<file path="src/rtl/dma_ctrl_regs.sv">
module dma_ctrl_regs #(
  parameter int SHIFT = 0,
  parameter logic [7:0] CMD_OK = 8'h04
) (
  input  logic             clk,
  input  logic             rst_n,
  input  logic             wr_en,
  input  logic             rd_en,
  input  logic [SHIFT+3:0] addr,
  input  logic [7:0]       wdata,
  output logic [7:0]       rdata,
  input  logic [3:0]       tc_set,
  input  logic [3:0]       hold_req,
  input  logic [3:0]       rel_req,
  output logic [7:0]       cmd_o,
  output logic [3:0]       mask_o,
  output logic [31:0]      mode_o,
  output logic [3:0]       req_o,
  output logic             ff_clear,
  output logic             mclr_o
);
  localparam int NCH = 4;

  logic [3:0] idx;
  logic [1:0] ch;
  logic [7:0] cmd_q, status_q, status_n;
  logic [3:0] mask_q, mask_n;
  logic [7:0] mode_q [NCH];
  logic       mclr;

  assign idx      = addr[SHIFT+3:SHIFT];
  assign ch       = wdata[1:0];
  assign mclr     = wr_en && idx == 4'd5;
  assign mclr_o   = mclr;
  assign ff_clear = wr_en && (idx == 4'd4 || idx == 4'd5);
  assign cmd_o    = cmd_q;
  assign mask_o   = mask_q;
  assign req_o    = status_q[7:4];

  genvar g;
  generate
    for (g = 0; g < NCH; g++) begin : g_mode
      assign mode_o[8*g +: 8] = mode_q[g];
    end
  endgenerate

  always_comb begin
    rdata = 8'h00;
    if (rd_en) begin
      if (idx == 4'd0)      rdata = status_q;
      else if (idx == 4'd1) rdata = {4'h0, mask_q};
    end
  end

  always_comb begin
    status_n = status_q;
    if (rd_en && idx == 4'd0) status_n[3:0] = 4'h0;
    if (wr_en && idx == 4'd1) begin
      status_n[3'd4 + {1'b0, ch}] = wdata[2];
      status_n[{1'b0, ch}]        = 1'b0;
    end
    status_n[7:4] = (status_n[7:4] & ~rel_req) | hold_req;
    status_n[3:0] = status_n[3:0] | tc_set;
    if (mclr) status_n = 8'h00;
  end

  always_comb begin
    mask_n = mask_q;
    if (wr_en) begin
      case (idx)
        4'd2: mask_n[ch] = wdata[2];
        4'd5: mask_n = 4'hF;
        4'd6: mask_n = 4'h0;
        4'd7: mask_n = wdata[3:0];
        default: ;
      endcase
    end
  end

  always_ff @(posedge clk or negedge rst_n) begin
    if (!rst_n) begin
      cmd_q    <= 8'h00;
      status_q <= 8'h00;
      mask_q   <= 4'hF;
      for (int i = 0; i < NCH; i++) mode_q[i] <= 8'h00;
    end else begin
      status_q <= status_n;
      mask_q   <= mask_n;
      if (mclr)
        cmd_q <= 8'h00;
      else if (wr_en && idx == 4'd0 && (wdata & ~CMD_OK) == 8'h00)
        cmd_q <= wdata;
      if (wr_en && idx == 4'd3) mode_q[ch] <= wdata;
    end
  end

  AST_CMD_REJECT: assert property (@(posedge clk) disable iff (!rst_n)
    (wr_en && idx == 4'd0 && (wdata & ~CMD_OK) != 8'h00) |=> $stable(cmd_o));
  AST_MASTER_CLEAR: assert property (@(posedge clk) disable iff (!rst_n)
    mclr |=> (mask_o == 4'hF && status_q == 8'h00 && cmd_o == 8'h00));
  AST_MASK_ALL_CLEAR: assert property (@(posedge clk) disable iff (!rst_n)
    (wr_en && idx == 4'd6) |=> mask_o == 4'h0);
  AST_STATUS_READ_CLEAR: assert property (@(posedge clk) disable iff (!rst_n)
    (rd_en && idx == 4'd0 && tc_set == 4'h0) |=> status_q[3:0] == 4'h0);
  AST_TC_WINS: assert property (@(posedge clk) disable iff (!rst_n)
    (tc_set != 4'h0 && !mclr) |=> (status_q[3:0] & $past(tc_set)) == $past(tc_set));
  AST_HOLD_WINS: assert property (@(posedge clk) disable iff (!rst_n)
    (hold_req != 4'h0 && !mclr) |=> (req_o & $past(hold_req)) == $past(hold_req));
endmodule

</file>
<file path="config.mk">
export PLATFORM = sky130hd
export DESIGN_NAME = dma_ctrl_regs
export DESIGN_NICKNAME = d
export VERILOG_FILES = /design/src/rtl/dma_ctrl_regs.sv
export SDC_FILE = /design/constraint.sdc
export NUM_CORES = 1
export LEC_CHECK = 0
export BUFFER_PORTS_ARGS = -buffer_cell sky130_fd_sc_hd__buf_2
export CAP_MARGIN = 10
export CORE_MARGIN = 1
export CORE_UTILIZATION = 50
export CTS_BUF_LIST = sky130_fd_sc_hd__clkbuf_8
export DETAILED_ROUTE_END_ITERATION = 10
export PLACE_DENSITY = 0.9
export SLEW_MARGIN = 20
export SYNTH_ARGS = -nofsm -noshare
export SYNTH_HDL_FRONTEND = slang
export SYNTH_SLANG_ARGS = --single-unit
</file>
<file path="constraint.sdc">
create_clock -name clk -period 2.11 [get_ports clk]
set_input_delay 0.211 -clock clk [delete_from_list [all_inputs] [get_ports clk]]
set_output_delay 0.211 -clock clk [all_outputs]
set_load 0.01 [all_outputs]
</file>
==> flow_metrics.py <==
metrics = {
    "yosys": {
        "synth.avg_cell_area_um2": 12.4,
        "ys_top_cells_by_count": "48 x dfrtp_1, 25 x mux2_2, 10 x o21ai_0, 7 x and3_1, 7 x inv_1",
        "synth_top_area_share_pct": 52.2,
        "yosys_warnings": 0,
        "synth_top_family_by_area": "simple AND/OR/NAND/NOR gates",
        "ys.flop_type": "dfrtp_1",
        "synth-compound-area-share_pct": 10.1,
        "synthArstFlopShare_pct": 100,
        "synth_sequential_area_ratio_pct": 56.8,
        "yosys.area_share.xor_xnor_pct": 0,
        "synth_edf_count": 0,
        "netlist_area_um2": 2300,
        "yosys.area.top_type": "dfrtp_1",
        "synth_area_leaders": "dfrtp_1 52%, mux2_2 12%, dfstp_2 4.6%",
        "ys_ff_latch": 52,
        "synthMuxAreaShare_pct": 14.0,
        "syn_nets": 214,
        "synth_cell_types": 36,
        "synthAdderAreaFrac_pct": 0,
        "synthCells": 186,
        "synthSimpleGateAreaFrac_pct": 15.7,
        "synth_most_common_cell": "dfrtp_1",
    },
    "routing": {
        "route.antenna.remaining_nets": 0,
        "drtIter0Drc": 98,
        "vias_per_cell": 5.57,
        "wl_met1_um": 2320,
        "drc": 0,
        "wl_per_cell_um": 16.3,
        "drt-pass1-iter-count": 4,
        "met3_length_um": 392,
        "dr_total_vias": 1809,
        "routed.top_layer": "met4",
        "met2_length_um": 2530,
        "routed_wl_um": 5310,
    },
    "floorplan": {
        "die_area_um2": 4870,
        "ioPinCount": 86,
        "row_count": 24,
        "die_x_um": 69.8,
        "core_um2": 4380,
        "start_util_pct": 52.5,
        "chipHeight_um": 69.8,
    },
    "setup_path": {
        "cp_common_cell": "buf_2",
        "rr_startpoint": "mask_o[2]",
        "slowest_delay_ns": 0.31,
        "path_cells": "buf_2, nor2b_1, nand2_1, inv_1, buf_2",
        "crit_buf_inv": 3,
        "reg2reg_slack_ns": 1.26,
        "critPathSlowestCell": "nand2_1",
        "setup.worst_path.end_class": "primary output",
        "path_class": "input pin to primary output",
        "required_ns": 1.90,
        "r2r-end": "mask_o[2]",
        "critPathMaxFanout": 13,
        "critPathTopFamily": "simple AND/OR/NAND/NOR gates",
        "r2r_cells": 2,
        "cp.arrival_ns": 1.39,
        "start_kind": "input pin",
    },
    "power_and_ir_drop": {
        "power.total_mw": 2.15,
        "peakVddDrop_mv": 0.550,
        "powerDensity_nw_per_um2": 749,
        "cellLeakagePower_nw": 1.57,
    },
    "timing": {
        "post-route-period-util_pct": 76.0,
        "rsz0062_at_grt": "false",
        "finalHoldViolCount": 0,
        "tightest_slew_ns": 0.504,
        "skew_ns": 0,
        "drv_slew": 0,
        "setup_violations": 0,
        "setup_tns_ns": 0,
        "fmax_ghz": 0.624,
        "period_needed_ns": 1.60,
        "slew_headroom_pct": 65.9,
    },
    "worst_hold_path": {
        "hold_path_class": "input pin to register",
        "whs_path_depth": 2,
        "hold_end": "status_q[4]",
        "hp-start": "rel_req[0]",
    },
    "clock_network": {
        "clock_tree.root_cell": "clkbuf_8",
        "clock_latency_ns": 0.30,
        "cts_tree": "yes",
        "path_clk_slew_ns": 0.09,
        "cts.sinks": 52,
        "clock_path_buffers": 2,
        "cts-htree-levels": 2,
        "post-cts-setup-buffer-count": 0,
        "cts_buffers": 5,
    },
    "cells_and_area": {
        "area_growth_pct": 24.6,
        "seqCellArea_um2": 1310,
        "multiInputGateArea_um2": 916,
        "drive_gt1_share_pct": 49.5,
        "fillCellCount": 352,
        "insertedDiodeCount": 0,
        "fin_util_pct": 65.4,
        "fin_nets": 300,
    },
    "global_route": {
        "grt_pass1_wl_um": 8730,
        "grt_max_degree": 53,
        "antenna_found_initial": 0,
        "grt_pass1_vias": 1767,
        "grt-ovfl-total": 0,
        "track_usage_pct": 23.1,
    },
    "placement": {
        "dp_hpwl_um": 3970,
        "globalplace.congestion": 0.887,
        "portBuffers": 85,
    },
    "run_status": {
        "status": "complete, no violations",
    },
    "flow_run": {
        "maxCapViolCount": 0,
    },
}
-- registers in the layout, indices dropped and copies added, names as in the netlist --
| name | count |
|---|---|
| status_q | 8 |
| cmd_o | 8 |
| mode_o | 32 |
| mask_o | 4 |
-- cell type report --
cell class | instances | share of cell area, %
inverters | 7 | 0.917
well taps | 52 | 2.27
clock inverters | 3 | 0.742
repair buffers | 88 | 16.2
flip-flops and latches | 52 | 45.6
clock buffers | 5 | 2.40
multi-input cells | 118 | 32.0
-- cells by family (layout without fill, tap and decap cells) --
family	Yosys count	in the layout
AO/OA/AOI/OAI	35	35
AND/OR/NAND/NOR	54	54
flip-flops	52	52
buffers and inverters	16	103
multiplexers	29	29
-- power breakdown --
part / leakage (nW) / switching, mW / internal, mW / total [mW]
sequential: 0.661 / 0.0656 / 1.12 / 1.18
combinational: 0.862 / 0.209 / 0.189 / 0.398
clock: 0.0445 / 0.330 / 0.236 / 0.566
-- metal layers --
metal,up-vias,track usage [%]
met5,-,0
met4,0,7.78
met3,10,5.81
met2,79,36.8
met1,885,30.9
li1,835,-
-- stage by stage --
step,std cells,hold slack (ns),worst slack (ns),area [um2]
5_1_grt,325,0.0946,0.394,2870
6_report,325,0.0980,0.507,2870
4_1_cts,325,0.0827,0.513,2870
3_3_place_gp,316,0.218,0.384,2770
3_5_place_dp,316,0.227,0.327,2770
2_1_floorplan,186,-0.0846,0.693,2300
-- how the worst max path moves through the flow --
stage,start,to,slack (ns),cells after the start
finish,wr_en,mclr_o,0.51,5
global route,wr_en,mclr_o,0.39,5
CTS,addr[1],mclr_o,0.51,5
detailed placement,addr[2],mode_o[18],0.33,5
global placement,addr[2],mode_o[18],0.38,5
floorplan,wdata[0],cmd_o[0],0.69,4
-- layout by cell type, fill, tap and decap left out, types with 2 or more instances in the layout --
| master | n |
|---|---|
| a31oi_1 | 4 |
| dfrtp_1 | 48 |
| nand2b_1 | 4 |
| nor2b_1 | 6 |
| a32o_1 | 4 |
| and2_1 | 5 |
| nand4_1 | 2 |
| inv_1 | 7 |
| nor3_1 | 2 |
| nand2_1 | 6 |
| mux2_2 | 25 |
| nor2_1 | 4 |
| mux2i_1 | 4 |
| a21oi_1 | 6 |
| o21ai_0 | 10 |
| buf_2 | 85 |
| o31ai_1 | 2 |
| dfstp_2 | 4 |
| and3_1 | 7 |
| a21o_1 | 3 |
| a22o_1 | 4 |
| or2_2 | 4 |
| nor2_2 | 3 |
| nand4b_1 | 2 |
| clkbuf_8 | 5 |
| and2b_1 | 2 |
-- what timing repair did --
action                                 4_1_cts  5_1_grt
hold buffers                                 1        0
endpoints found under the hold margin       48        0
gates resized for setup                      0        0
(Power assumes the default switching activity.)
